**src/rtl/exc_vec_pkg.sv**
```systemverilog
package exc_vec_pkg;

    typedef enum logic [1:0] {
        OP_SET_BASE = 2'd0,
        OP_WR_EPC   = 2'd1,
        OP_WR_IE    = 2'd2,
        OP_RETURN   = 2'd3
    } priv_op_e;

    typedef enum logic {
        VS_RUN   = 1'b0,
        VS_FETCH = 1'b1
    } vec_state_e;

    localparam int unsigned CAUSE_PRIV_VIOL = 2;

endpackage

```
**src/rtl/exc_cause_pick.sv**
```systemverilog
module exc_cause_pick #(
    parameter int unsigned               NCAUSE    = 8,
    parameter logic [NCAUSE-1:0]         SYNC_MASK = 8'h3F,
    localparam int unsigned              CW        = $clog2(NCAUSE)
) (
    input  logic              clk,
    input  logic              rst_n,
    input  logic [NCAUSE-1:0] req,
    output logic              hit,
    output logic [CW-1:0]     idx
);

    logic [NCAUSE-1:0] sync_req;
    logic [NCAUSE-1:0] async_req;

    // split each lane into its class
    for (genvar g = 0; g < NCAUSE; g++) begin : g_lane
        assign sync_req[g]  = req[g] &  SYNC_MASK[g];
        assign async_req[g] = req[g] & ~SYNC_MASK[g];
    end

    always_comb begin
        hit = |req;
        idx = '0;
        // later assignments win: async first, then sync overrides
        for (int i = NCAUSE - 1; i >= 0; i--) begin
            if (async_req[i]) idx = CW'(i);
        end
        for (int i = NCAUSE - 1; i >= 0; i--) begin
            if (sync_req[i]) idx = CW'(i);
        end
    end

    AST_SYNC_BEFORE_ASYNC: assert property (@(posedge clk) disable iff (!rst_n)
        (hit && (|sync_req)) |-> SYNC_MASK[idx]) else $error("async picked over sync");

    AST_PICK_ACTIVE: assert property (@(posedge clk) disable iff (!rst_n)
        hit |-> req[idx]) else $error("picked an idle cause");

endmodule

```
**src/rtl/exc_priv_regs.sv**
```systemverilog
module exc_priv_regs
    import exc_vec_pkg::*;
#(
    parameter int unsigned     XLEN       = 64,
    parameter logic [XLEN-1:0] RESET_BASE = '0
) (
    input  logic            clk,
    input  logic            rst_n,
    input  logic            take,
    input  logic [XLEN-1:0] take_pc,
    input  logic            op_go,
    input  priv_op_e        op_kind,
    input  logic [XLEN-1:0] op_data,
    output logic            kernel_mode,
    output logic            irq_en,
    output logic [XLEN-1:0] tbl_base,
    output logic [XLEN-1:0] epc
);

    typedef struct packed {
        logic            kernel;
        logic            ie;
        logic [XLEN-1:0] base;
        logic [XLEN-1:0] epc;
    } priv_regs_t;

    priv_regs_t regs_d, regs_q;

    always_comb begin
        regs_d = regs_q;
        if (take) begin
            regs_d.epc    = take_pc;
            regs_d.kernel = 1'b1;
        end else if (op_go) begin
            unique case (op_kind)
                OP_SET_BASE: regs_d.base   = op_data;
                OP_WR_EPC:   regs_d.epc    = op_data;
                OP_WR_IE:    regs_d.ie     = op_data[0];
                OP_RETURN:   regs_d.kernel = 1'b0;
                default:     regs_d        = regs_q;
            endcase
        end
    end

    always_ff @(posedge clk or negedge rst_n) begin
        if (!rst_n) begin
            regs_q.kernel <= 1'b1;
            regs_q.ie     <= 1'b0;
            regs_q.base   <= RESET_BASE;
            regs_q.epc    <= '0;
        end else begin
            regs_q <= regs_d;
        end
    end

    assign kernel_mode = regs_q.kernel;
    assign irq_en      = regs_q.ie;
    assign tbl_base    = regs_q.base;
    assign epc         = regs_q.epc;

    AST_EPC_CAPTURE: assert property (@(posedge clk) disable iff (!rst_n)
        take |=> (regs_q.epc == $past(take_pc))) else $error("pc not saved");

    AST_KERNEL_ON_TAKE: assert property (@(posedge clk) disable iff (!rst_n)
        take |=> regs_q.kernel) else $error("kernel bit not set");

    AST_BASE_USER_LOCK: assert property (@(posedge clk) disable iff (!rst_n)
        !regs_q.kernel |=> $stable(regs_q.base)) else $error("base moved in user mode");

endmodule

```
**src/rtl/exc_vec_fetch.sv**
```systemverilog
module exc_vec_fetch
    import exc_vec_pkg::*;
#(
    parameter int unsigned  XLEN   = 64,
    parameter int unsigned  NCAUSE = 8,
    localparam int unsigned CW     = $clog2(NCAUSE),
    localparam int unsigned PSHIFT = $clog2(XLEN / 8)
) (
    input  logic            clk,
    input  logic            rst_n,
    input  logic            take,
    input  logic [CW-1:0]   take_cause,
    input  logic [XLEN-1:0] tbl_base,
    input  logic            ret_go,
    input  logic [XLEN-1:0] ret_pc,
    output logic            mem_req,
    output logic [XLEN-1:0] mem_addr,
    input  logic            mem_ack,
    input  logic [XLEN-1:0] mem_rdata,
    output logic            busy,
    output logic            redirect_valid,
    output logic [XLEN-1:0] redirect_pc
);

    typedef struct packed {
        vec_state_e      st;
        logic [CW-1:0]   cause;
        logic            rv;
        logic [XLEN-1:0] rpc;
    } fetch_state_t;

    fetch_state_t fs_d, fs_q;

    always_comb begin
        fs_d    = fs_q;
        fs_d.rv = 1'b0;
        unique case (fs_q.st)
            VS_RUN: begin
                if (take) begin
                    fs_d.st    = VS_FETCH;
                    fs_d.cause = take_cause;
                end else if (ret_go) begin
                    fs_d.rv  = 1'b1;
                    fs_d.rpc = ret_pc;
                end
            end
            VS_FETCH: begin
                if (mem_ack) begin
                    fs_d.st  = VS_RUN;
                    fs_d.rv  = 1'b1;
                    fs_d.rpc = mem_rdata;
                end
            end
            default: fs_d.st = VS_RUN;
        endcase
    end

    always_ff @(posedge clk or negedge rst_n) begin
        if (!rst_n) begin
            fs_q.st    <= VS_RUN;
            fs_q.cause <= '0;
            fs_q.rv    <= 1'b0;
            fs_q.rpc   <= '0;
        end else begin
            fs_q <= fs_d;
        end
    end

    assign busy           = (fs_q.st == VS_FETCH);
    assign mem_req        = busy;
    assign mem_addr       = tbl_base + ({{(XLEN - CW){1'b0}}, fs_q.cause} << PSHIFT);
    assign redirect_valid = fs_q.rv;
    assign redirect_pc    = fs_q.rpc;

    AST_FETCH_HOLD: assert property (@(posedge clk) disable iff (!rst_n)
        (mem_req && !mem_ack) |=> (mem_req && $stable(mem_addr))) else $error("read dropped");

    AST_REDIRECT_AFTER_ACK: assert property (@(posedge clk) disable iff (!rst_n)
        (mem_req && mem_ack) |=> (redirect_valid && !busy && redirect_pc == $past(mem_rdata)))
        else $error("no redirect after ack");

    AST_RETURN_TARGET: assert property (@(posedge clk) disable iff (!rst_n)
        (ret_go && !busy && !take) |=> (redirect_valid && redirect_pc == $past(ret_pc)))
        else $error("bad return target");

endmodule

```
**src/rtl/exc_vector_ctrl.sv**
```systemverilog
module exc_vector_ctrl
    import exc_vec_pkg::*;
#(
    parameter int unsigned       XLEN       = 64,
    parameter int unsigned       NCAUSE     = 8,
    parameter logic [NCAUSE-1:0] SYNC_MASK  = 8'h3F,
    parameter logic [XLEN-1:0]   RESET_BASE = '0
) (
    input  logic              clk,
    input  logic              rst_n,
    input  logic [NCAUSE-1:0] cause_req,
    input  logic [XLEN-1:0]   cur_pc,
    input  logic              op_valid,
    input  logic [1:0]        op_code,
    input  logic [XLEN-1:0]   op_operand,
    output logic              mem_req,
    output logic [XLEN-1:0]   mem_addr,
    input  logic              mem_ack,
    input  logic [XLEN-1:0]   mem_rdata,
    output logic              fetch_stall,
    output logic              redirect_valid,
    output logic [XLEN-1:0]   redirect_pc,
    output logic              kernel_mode,
    output logic              irq_enable,
    output logic [XLEN-1:0]   tbl_base,
    output logic [XLEN-1:0]   saved_pc
);

    localparam int unsigned CW = $clog2(NCAUSE);

    logic              busy;
    logic              kern;
    logic              ie;
    logic [XLEN-1:0]   base;
    logic [XLEN-1:0]   epc;
    logic              allow_async;
    logic              priv_fault;
    logic [NCAUSE-1:0] eff_req;
    logic              hit;
    logic [CW-1:0]     pick;
    logic              take;
    logic              op_go;
    logic              ret_go;
    priv_op_e          op_kind;

    always_comb begin
        op_kind     = priv_op_e'(op_code);
        allow_async = !kern || ie;
        priv_fault  = op_valid && !kern;
        eff_req     = (cause_req & (SYNC_MASK | {NCAUSE{allow_async}}))
                    | (NCAUSE'(priv_fault) << CAUSE_PRIV_VIOL);
        take        = hit && !busy;
        op_go       = op_valid && kern && !busy && !take;
        ret_go      = op_go && (op_kind == OP_RETURN);
    end

    exc_cause_pick #(
        .NCAUSE    (NCAUSE),
        .SYNC_MASK (SYNC_MASK)
    ) u_pick (
        .clk   (clk),
        .rst_n (rst_n),
        .req   (eff_req),
        .hit   (hit),
        .idx   (pick)
    );

    exc_priv_regs #(
        .XLEN       (XLEN),
        .RESET_BASE (RESET_BASE)
    ) u_regs (
        .clk         (clk),
        .rst_n       (rst_n),
        .take        (take),
        .take_pc     (cur_pc),
        .op_go       (op_go),
        .op_kind     (op_kind),
        .op_data     (op_operand),
        .kernel_mode (kern),
        .irq_en      (ie),
        .tbl_base    (base),
        .epc         (epc)
    );

    exc_vec_fetch #(
        .XLEN   (XLEN),
        .NCAUSE (NCAUSE)
    ) u_fetch (
        .clk            (clk),
        .rst_n          (rst_n),
        .take           (take),
        .take_cause     (pick),
        .tbl_base       (base),
        .ret_go         (ret_go),
        .ret_pc         (epc),
        .mem_req        (mem_req),
        .mem_addr       (mem_addr),
        .mem_ack        (mem_ack),
        .mem_rdata      (mem_rdata),
        .busy           (busy),
        .redirect_valid (redirect_valid),
        .redirect_pc    (redirect_pc)
    );

    assign fetch_stall = busy;
    assign kernel_mode = kern;
    assign irq_enable  = ie;
    assign tbl_base    = base;
    assign saved_pc    = epc;

    AST_KERNEL_ASYNC_MASK: assert property (@(posedge clk) disable iff (!rst_n)
        (!busy && kern && !ie && !op_valid && ((cause_req & SYNC_MASK) == '0)) |=> !mem_req)
        else $error("masked interrupt taken");

    AST_RETURN_LEAVES_KERNEL: assert property (@(posedge clk) disable iff (!rst_n)
        (!busy && kern && op_valid && op_code == 2'd3 && cause_req == '0) |=> !kernel_mode)
        else $error("return kept kernel mode");

    AST_USER_PRIV_TRAP: assert property (@(posedge clk) disable iff (!rst_n)
        (!busy && !kern && op_valid) |=> (mem_req && kernel_mode))
        else $error("user privileged op not trapped");

endmodule

```
**config.mk**
```make
export PLATFORM = sky130hd
export DESIGN_NAME = exc_vector_ctrl
export DESIGN_NICKNAME = d
export VERILOG_FILES = /design/src/rtl/exc_vec_pkg.sv /design/src/rtl/exc_cause_pick.sv /design/src/rtl/exc_priv_regs.sv /design/src/rtl/exc_vec_fetch.sv /design/src/rtl/exc_vector_ctrl.sv
export SDC_FILE = /design/constraint.sdc
export NUM_CORES = 1
export LEC_CHECK = 0
export BUFFER_PORTS_ARGS = -buffer_cell sky130_fd_sc_hd__buf_2
export CORE_AREA = 2 2 182 184
export DETAILED_ROUTE_END_ITERATION = 12
export DIE_AREA = 0 0 184 186
export PLACE_DENSITY_LB_ADDON = 0.25
export SLEW_MARGIN = 20
export SYNTH_ARGS = -nofsm -noshare
export SYNTH_HDL_FRONTEND = slang
export SYNTH_SLANG_ARGS = --single-unit
```
**constraint.sdc**
```tcl
create_clock -name clk -period 2.45 [get_ports clk]
set_input_delay 0.245 -clock clk [delete_from_list [all_inputs] [get_ports clk]]
set_output_delay 0.245 -clock clk [all_outputs]
set_load 0.05 [all_outputs]
```
==> metrics, run 1 <==
status finished, violations left; failing checks negative setup slack; Core Box Area between 30000 and 40000 sq um; Slew Viols, Final 0; Vias 9754; Syn Inst Count 1025; maximum level of the CTS H-tree 4; Worst Setup Path Type reg2out; Routed WL ~40000 microns; largest net degree at the start of global routing about 70; fmax roughly 360 MHz; Root Driver clkbuf_16; number of placement rows 66; WL/cell around 20 microns; Startpoint Class flop; library cells used by synthesis approximately 50; CTS buffer count 17; Worst-Margin Slew between 0.6 and 0.7 ns; Bufs and invs on worst path 2; share of cells above drive strength 1 59.58%; chain of cells forming the critical path ha_4, nand3_4, a211oi_4, nand3_4, buf_12, nor3_4, xor2_4, buf_6; initial antenna violation count 4; max_slew headroom slightly below 60%; CTS Buffer Depth 2; die area approximately 34000 sq um; io pins between 400 and 500; # Max-Cap Violations 0; Initial Util between 30% and 40%; Syn Std Cell Area 10690 sq um; drt first-iter violations about 520; final design utilization between 50% and 60%; Die Y-Extent around 190 microns; # nets final 1721; crit path time final roughly 2.8 ns; Syn-to-layout area delta 52.18%; most frequent CP cell nand3_4; HPWL Detailed slightly below 30000 microns; leak pwr between 8 and 9 nW; Setup crit end kind output pin; hold crit path type in2reg; GP Congestion slightly above 0.8; drt first pass iters 5; CP peak stage delay between 0.4 and 0.5 ns; die width approximately 180 microns; RSZ-0062 raised after global routing true; Async S/R FF share, synth 100.0%; number of global-route vias before repair ~9700; Slowest-stage cell, CP dfrtp_2; Crit path arrival time 2.52 ns; Final Skew 0.01185 ns; Port-buffer cells about 470; number of synthesized flops with an enable pin 0; total grt overflow 0; CTS clk-pin slew, worst paths about 0.08 ns; first-pass GRT wire length 58090 microns; VDD IR max roughly 0.00045 V; Worst-Skew Late Latency 0.45 ns; syn_area_per_cell roughly 10 sq um; Critical Path RT around 2.2 ns; Final Worst Setup Slack -0.3108 ns; Period Utilization, post-route 112.7%; Tot GR Track Use around 22%; Crit path max-delay family simple AND/OR/NAND/NOR gates; post-detailed-route count of antenna-violating nets 0; TritonCTS clock tree done; syn_nets about 1200; synth warn 0; drc violations 0; DR vias/cell between 5 and 6; Crit Path Max Fanout 6; post-synthesis sequential area ratio 46.62%; Fin. Hold Viols 0; Final Setup Violations 56; Post-synth top flop dfrtp_1; P per Cell Area a little under 600 nW/um^2; Hold WS ~0.031 ns; number of synthesized register bits about 200; Num Clock Sinks roughly 200
## repair_timing
item / 4_1_cts / 5_1_grt
endpoints found under the hold margin: 62 / 0
gates resized for setup: 190 / 40
setup buffers: 31 / 13
hold buffers: 2 / 0
cloned: 0 / 1
setup endpoints to repair: 56 / 59
pin swaps: 39 / 35
## flip-flops by register name, summed over array words and instances (netlist names)
register                count
u_regs.epc                 64
u_fetch.redirect_valid      1
u_regs.tbl_base            64
u_regs.kernel_mode          1
u_fetch.busy                1
u_fetch.redirect_pc        64
u_fetch.fs_q                3
u_regs.irq_en               1
## cell type report
cell class	count	area (sq um)
repair buffers	598	4061
diodes	4	10.01
flip-flops and latches	199	5026
clock buffers	20	436.7
inverters	10	37.54
well taps	408	510.5
clock inverters	12	103.9
multi-input cells	685	6075
fillers	2985	15950
## worst reg2reg max path, stage by stage (launching register included)
cell,delay (ns)
dfstp_2,0.57
nand2b_2,0.16
and4_1,0.24
nand2_1,0.10
or4b_4,0.56
clkbuf_16,0.25
mux2_4,0.32
## cells in the mapped netlist, drive strengths merged (3+ instances only)
cell / count / area (sq um)
mux2i: 64 / 640.6
nor4: 8 / 56.30
dfrtp: 198 / 4955
xnor2: 19 / 166.4
a31oi: 40 / 250.2
buf: 90 / 651.9
nor2: 127 / 476.7
nand2: 26 / 97.59
and2: 3 / 18.77
nand3: 100 / 500.5
mux2: 65 / 957.2
xor2: 40 / 350.3
a21oi: 68 / 340.3
nor3: 14 / 75.07
nand4: 16 / 106.4
and3: 7 / 43.79
clkbuf: 41 / 153.9
ha: 3 / 37.54
o221a: 27 / 304.0
or2: 29 / 181.4
and4: 10 / 87.58
inv: 9 / 33.78
## stage by stage
step / setup slack, ns / instance area [sq um] / TNS (ns) / cells / power [mW]
2_1_floorplan: -0.2737 / 11460 / -3.134 / 1025 / 6.064
3_3_place_gp: 0.005459 / 14430 / 0 / 1856 / 6.699
3_5_place_dp: -0.02818 / 14430 / -0.04765 / 1856 / 6.731
4_1_cts: -0.3139 / 15970 / -11.46 / 1921 / 9.506
5_1_grt: -0.4451 / 16260 / -18.73 / 1936 / 9.812
6_report: -0.3108 / 16260 / -12.46 / 1936 / 9.423
## per-layer routing
metal  routed length (microns)  up-vias  GRT usage, %
met4                      1073        0         8.832
met5                         0        -             0
met2                     19600      351         37.52
li1                          -     4516             -
met1                     16370     4824         28.57
met3                      2256       63         4.794
## cell families (layout without fill, tap and decap cells)
| logic type | after synthesis | after routing | share of synthesized area (%) |
|---|---|---|---|
| muxes | 129 | 129 | 14.95 |
| other | 0 | 4 | 0 |
| xor gates and xnor gates | 59 | 59 | 4.836 |
| AOI/OAI and AO/OA | 144 | 144 | 9.063 |
| and+or+nand+nor | 349 | 349 | 16.10 |
| adders and majority gates | 4 | 4 | 0.5387 |
| DFF | 199 | 199 | 46.62 |
| buffers and inverters | 141 | 640 | 7.892 |
## layout by cell type, fill, tap and decap left out, types with 5 or more instances in the layout
cell type  synthesis  routed
buf_2              5     407
nor4_4             0       5
clkbuf_16          0      18
and4_1            10       8
mux2_4            60      60
nand3_1          100      87
a31oi_1           40      39
or2_2             22      22
nand3_4            0      11
dfrtp_2            0      36
buf_6              7      73
or2_1              7       7
nand2_1           26      19
nand2_4            0       5
nand4_1           15      15
xnor2_2            0      18
clkinv_2           0       6
inv_1              9       9
o221a_2           27      27
mux2i_1           64      64
and3_1             7       5
a21oi_1           68      66
nor2_1           127     110
mux2_2             5       5
buf_12             0      19
nor3_4             0      12
xor2_2             0      21
xor2_4             0      15
nor2_4             0      15
buf_4             68      90
dfrtp_1          198     162
## where the power goes
part,switching [mW],leakage [nW],internal [mW]
Clock,1.31,0.273,1.41
Sequential,0.250,2.40,3.63
Combinational,2.01,5.71,0.814
## path summary, 6_finish.rpt
check                                         end  slack, ns               start  cells after the start
min in group asynchronous  u_fetch.redirect_valid       0.36               rst_n                      2
hold reg to reg                u_regs.kernel_mode       0.49  u_regs.kernel_mode                      2
max in group asynchronous      u_regs.kernel_mode       1.34               rst_n                      3
setup / recovery                     mem_addr[56]      -0.31  u_regs.tbl_base[5]                      8
hold / removal                 u_regs.tbl_base[7]       0.03       op_operand[7]                      2
setup reg to reg              u_regs.tbl_base[54]       0.13  u_regs.kernel_mode                      6
No activity file was read; power rests on OpenSTA's default activity.
==> inputs of run 2 (changes only) <==
--- a/config.mk
+++ b/config.mk
@@ -9,7 +9,9 @@
 export CORE_AREA = 2 2 182 184
 export DETAILED_ROUTE_END_ITERATION = 12
 export DIE_AREA = 0 0 184 186
+export HOLD_SLACK_MARGIN = 0.05
 export PLACE_DENSITY_LB_ADDON = 0.25
+export RECOVER_POWER = 100
 export SLEW_MARGIN = 20
 export SYNTH_ARGS = -nofsm -noshare
 export SYNTH_HDL_FRONTEND = slang
==> metrics, run 2 (synthesis gave the netlist of run 1 again) <==
share of cells above drive strength 1 between 40% and 50%; Period Utilization, post-route 113.3%; failing checks max-capacitance violations, max-slew violations, negative setup slack; Clk network pwr share 28.9%; P per Cell Area 570.0 nW/um^2; post-detailed-route count of antenna-violating nets 0; chain of cells forming the critical path ha_4, fa_2, a21oi_4, nor3_4, buf_4, buf_6, and2_4, buf_6, xor2_2, buf_6; Tot GR Track Use 23.09%; WL/cell 20.09 microns; drt first-iter violations 551; io pins about 470; die width 184 microns; leak pwr between 7 and 8 nW; most frequent CP cell buf_6; total grt overflow 0; r2r setup slk -0.02 ns; placed cell areas around 14000 sq um; first-pass GRT wire length 59860 microns; number of placement rows between 60 and 70; Root Driver clkbuf_16; HPWL Detailed a little under 30000 microns; initial antenna violation count 3; maximum level of the CTS H-tree 4; Worst R2R Start u_regs.kernel_mode; max_slew headroom -21.81%; drt first pass iters 5; fillcell total around 3000; # Max-Cap Violations 1; power share of the combinational group 29.8%; Core Box Area 32210 sq um; FF/Latch Area 5026 sq um; switching share of power a little under two fifths; Crit Path Max Fanout 4; most frequent cells in the layout buf_2, clkbuf_1, dfrtp_1; multi-input logic area around 6100 sq um; Post-Layout Inst Area ~17000 sq um; Post-Route Setup TNS -12.58 ns; CTS Buffer Depth 2; VDD IR max roughly 0.00045 V; Worst-Skew Late Latency 0.45 ns; CP peak stage delay around 0.44 ns; Setup crit end kind output pin; Crit path max-delay family buffers and inverters; Crit path arrival time about 2.5 ns; Startpoint Class flop; CTS buffer count 17; Worst Setup Path Type reg2out; Num Clock Sinks about 200; # nets final about 1800; Vias just over 10000; Net Sw Power roughly 3.6 mW; Worst-Margin Slew around 1.8 ns; Final Setup Violations 74; largest net degree at the start of global routing a little under 70; number of global-route vias before repair just over 10000; Seq pwr share around 41%; DR vias/cell between 5 and 6; status finished, violations left; Routed WL 40180 microns; worst r2r path cells 5; hold path start cur_pc[18]; TritonCTS clock tree done; hold crit path type in2reg; hold depth 3; Die Y-Extent between 150 and 200 microns; most common cell after layout, fill and taps aside buf_2; Bufs and invs on worst path 4; RR Endpoint u_regs.epc[39]; Slowest-stage cell, CP dfrtp_2; die area roughly 34000 sq um; GP Congestion just over 0.8; fmax about 360 MHz; Final Skew ~0.011 ns; Min-Delay Endpoint u_regs.epc[18]; Post-Layout Cell Count 2000; drc violations 0; Final Worst Setup Slack -0.3267 ns; Placed Instances approximately 1900; Slew Viols, Final slightly below 70; Port-buffer cells about 470; Syn-to-layout area delta 54.56%; RSZ-0062 raised after global routing true; crit path time final approximately 2.8 ns; CTS clk-pin slew, worst paths 0.08 ns; Fin. Hold Viols 0; Critical Path RT 2.20 ns; Int Pwr 5.800 mW; Initial Util approximately 33%
## run 2: changes by cell type in the layout (fill, tap and decap cells not counted), sizes merged
cell         before  now
diode             4    3
dlygate4sd3       2   70
buf             594  382
clkbuf           22  231
## run 2: power groups by stage
stage / sequential (mW) / clock (mW) / combinational (mW)
3_5_place_dp: 3.94 / 0 / 2.79
3_3_place_gp: 3.93 / 0 / 2.77
6_report: 3.89 / 2.72 / 2.80
2_1_floorplan: 4.53 / 0 / 1.53
5_1_grt: 3.94 / 2.92 / 2.95
4_1_cts: 3.88 / 2.79 / 2.93
## run 2: final cells by class
type / count / share of cell area [%]
antenna: 3 / 0.04546
clock buffer: 20 / 2.644
clock inverter: 12 / 0.6288
inverter: 10 / 0.2273
multi-input combinational: 685 / 36.77
sequential: 199 / 30.43
tap: 408 / 3.091
timing repair buffer: 663 / 26.16
## run 2: per-stage QoR
step	total power [mW]	util [%]	worst slack, ns	hold WS (ns)
2_1_floorplan	6.064	-	-0.2737	-0.05059
3_3_place_gp	6.699	44.82	0.005459	0.3071
3_5_place_dp	6.731	44.82	-0.02818	0.3099
4_1_cts	9.596	51.69	-0.3139	0.05012
5_1_grt	9.809	51.28	-0.4451	0.05203
6_report	9.414	51.28	-0.3267	0.06666
## run 2: metal layers
metal / up-vias / GRT usage [%] / share of wire, %
met5: - / 0 / 0
met4: 0 / 9.088 / 2.6
met3: 61 / 4.559 / 5.0
met2: 320 / 38.79 / 50
met1: 5059 / 29.32 / 42
li1: 4638 / - / -
## run 2: repair_timing
item | 4_1_cts | 5_1_grt
endpoints found under the hold margin | 137 | 0
buffers inserted | 31 | 12
hold buffers | 70 | 0
gates resized for setup | 190 | 42
pin swaps | 39 | 35
endpoints found under the setup margin | 56 | 58
## run 2: worst max-delay path by stage
stage,to,startpoint,cells past startpoint,slack [ns]
after global placement,mem_addr[20],u_regs.tbl_base[5],9,0.005
after detailed placement,mem_addr[42],u_regs.tbl_base[5],8,-0.03
after global routing,mem_addr[56],u_fetch.fs_q[67],8,-0.45
after CTS,mem_addr[37],u_regs.tbl_base[3],10,-0.31
after floorplan,mem_addr[55],u_regs.tbl_base[3],7,-0.27
final,mem_addr[21],u_regs.tbl_base[3],10,-0.33
## run 2: worst min-delay path, delay by kind of cell
family	cells	cell delay, ns
AO/OA/AOI/OAI	1	0.08
buffers and inverters	1	0.09
AND/OR/NAND/NOR	1	0.07
==> inputs of run 3 (changes only) <==
--- a/config.mk
+++ b/config.mk
@@ -15,4 +15,5 @@
 export SLEW_MARGIN = 20
 export SYNTH_ARGS = -nofsm -noshare
 export SYNTH_HDL_FRONTEND = slang
+export SYNTH_HIERARCHICAL = 1
 export SYNTH_SLANG_ARGS = --single-unit
==> metrics, run 3 <==
status finished, violations left; failing checks max-capacitance violations, max-slew violations, negative setup slack; first-pass GRT wire length 63440 microns; Crit path arrival time around 2.6 ns; RSZ-0062 raised after global routing true; TritonCTS clock tree done; Routed WL ~48000 microns; post-detailed-route count of antenna-violating nets 0; multi-input logic area 6668 sq um; post-synthesis sequential area ratio ~47%; Num Clock Sinks roughly 200; Root Driver clkbuf_16; worst slack at placement -0.1597 ns; crit path time final between 2 and 3 ns; P per Cell Area roughly 1000 nW/um^2; number of placement rows between 60 and 70; drt first-iter violations between 500 and 600; FF/Latch Area 5024 sq um; # Max-Cap Violations 1; leak pwr ~9.0 nW; number of global-route vias before repair 10220; most frequent cells in the layout buf_2, clkbuf_1, dfrtp_1; cell with the most instances after synthesis dfrtp_1; Initial Util 33.23%; Critical Path RT 2.20 ns; Tot GR Track Use 25.03%; fillcell total 2724; top post-synthesis cells by area dfrtp_1, mux2_4, nand2_1; Min-Delay Endpoint u_regs/tbl_base[33]; Core Box Area 32210 sq um; Post-synth top flop dfrtp_1; Placed Instances 1818; Startpoint Class flop; HPWL Detailed approximately 29000 microns; die area between 30000 and 40000 sq um; share of cells above drive strength 1 a little over half; Final Skew 0.01297 ns; largest net degree at the start of global routing 70; Worst R2R Start u_regs/kernel_mode; r2r setup slk -0.36 ns; CTS clk-pin slew, worst paths ~0.090 ns; Async S/R FF share, synth 100.0%; syn_nets about 1200; hold path start op_operand[33]; RR Endpoint u_fetch/redirect_pc[27]; hold depth 2; drt first pass iters 5; Worst-Margin Slew between 1.5 and 2 ns; most common cell after layout, fill and taps aside buf_2; maximum level of the CTS H-tree 4; DR vias/cell 5.056; Syn Inst Count 957; Slew Viols, Final 70; Worst Setup Path Type reg2out; Post-Layout Cell Count between 2000 and 2500; Hold WS 0.06467 ns; Vias 10290; Worst-Skew Late Latency ~0.45 ns; # nets final approximately 1800; Port-buffer cells between 400 and 500; Post-synth top cells dfrtp_1, nand2_1, buf_4; worst r2r path cells 15; CTS Buffer Depth 2; cell taking the most area after synthesis dfrtp_1; die width around 180 microns; number of synthesized register bits between 150 and 200; Crit Path Max Fanout 7; initial antenna violation count 2; io pins between 400 and 500; synth warn 6; syn_area_per_cell 11.18 sq um; CTS buffer count 17; area share of the largest cell type after synthesis a little under half; VDD IR max around 0.00084 V; fmax approximately 350 MHz; Die Y-Extent between 150 and 200 microns; Period Utilization, post-route 117.6%; number of synthesized flops with an enable pin 0; Setup crit end kind output pin; GP Congestion 0.7932; total grt overflow 0; Fin. Hold Viols 0; WL/cell between 20 and 25 microns; Post-Route Setup TNS -62.35 ns; library cells used by synthesis 50; Final Setup Violations about 250; drc violations 0; max_slew headroom -25.76%; Syn-to-layout area delta 76.33%; Syn Std Cell Area between 10000 and 15000 sq um; Final Worst Setup Slack -0.4316 ns; hold crit path type in2reg
==> run 3: cell type report <==
cell class              instances  share of cell area [%]
multi-input cells             628                   35.33
clock buffers                  18                   2.274
diodes                          1                 0.01326
clock inverters                14                  0.8818
repair buffers                757                   31.93
flip-flops and latches        199                   26.62
inverters                      11                  0.2453
well taps                     408                   2.705
==> run 3: power breakdown <==
part	leakage (nW)	internal [mW]	switching, mW
registers	2.54	4.39	1.05
clock network	0.287	1.54	1.42
logic	6.14	3.54	6.84
==> run 3: critical path: stages (launching register included) <==
cell,delay [ns]
dfrtp_2,0.44
buf_6,0.13
fa_2,0.42
a21oi_4,0.21
nor4_4,0.05
buf_6,0.14
and2_4,0.22
nand4_1,0.24
xnor2_4,0.16
buf_12,0.16
==> run 3: kinds of logic after synthesis <==
family | Yosys count | synth area share, %
adder cells (fa/ha/maj) | 4 | 0.5378
flip-flops | 199 | 46.54
multiplexers | 132 | 15.99
XOR/XNOR | 59 | 4.828
AO/OA/AOI/OAI | 142 | 10.56
AND/OR/NAND/NOR | 291 | 13.40
buffers and inverters | 130 | 8.148
==> run 3: worst max-delay path by stage <==
| stage | to | depth (start not counted) | startpoint |
|---|---|---|---|
| CTS | mem_addr[55] | 9 | u_fetch/fs_q[65] |
| global route | mem_addr[50] | 10 | u_regs/tbl_base[5] |
| finish | mem_addr[55] | 9 | u_regs/tbl_base[4] |
| floorplan | u_regs/tbl_base[10] | 11 | u_regs/kernel_mode |
| detailed placement | u_regs/epc[63] | 10 | u_regs/kernel_mode |
| global placement | mem_addr[38] | 11 | u_regs/tbl_base[4] |
==> run 3: what timing repair did <==
action | 4_1_cts | 5_1_grt
pin swaps | 35 | 95
buffers inserted | 38 | 40
hold buffers | 93 | 0
cloned | 20 | 16
setup endpoints to repair | 208 | 253
hold endpoints to repair | 156 | 0
gates resized for setup | 231 | 184
==> run 3: per-layer routing <==
layer  wire length, microns  GRT usage (%)  vias to the layer above
met2                  24430          44.89                      434
met5                      0              0                        -
met3                   3042          5.733                       65
li1                       -              -                     4634
met4                   1464          7.200                        0
met1                  18940          29.95                     5161
==> run 3: per-stage QoR <==
| step | instance area [sq um] | total power [mW] | util, % |
|---|---|---|---|
| 2_1_floorplan | 11810 | 12.75 | - |
| 3_3_place_gp | 14840 | 14.05 | 46.09 |
| 3_5_place_dp | 14840 | 14.13 | 46.09 |
| 4_1_cts | 18060 | 18.57 | 56.09 |
| 5_1_grt | 18870 | 19.53 | 58.60 |
| 6_report | 18870 | 18.80 | 58.60 |
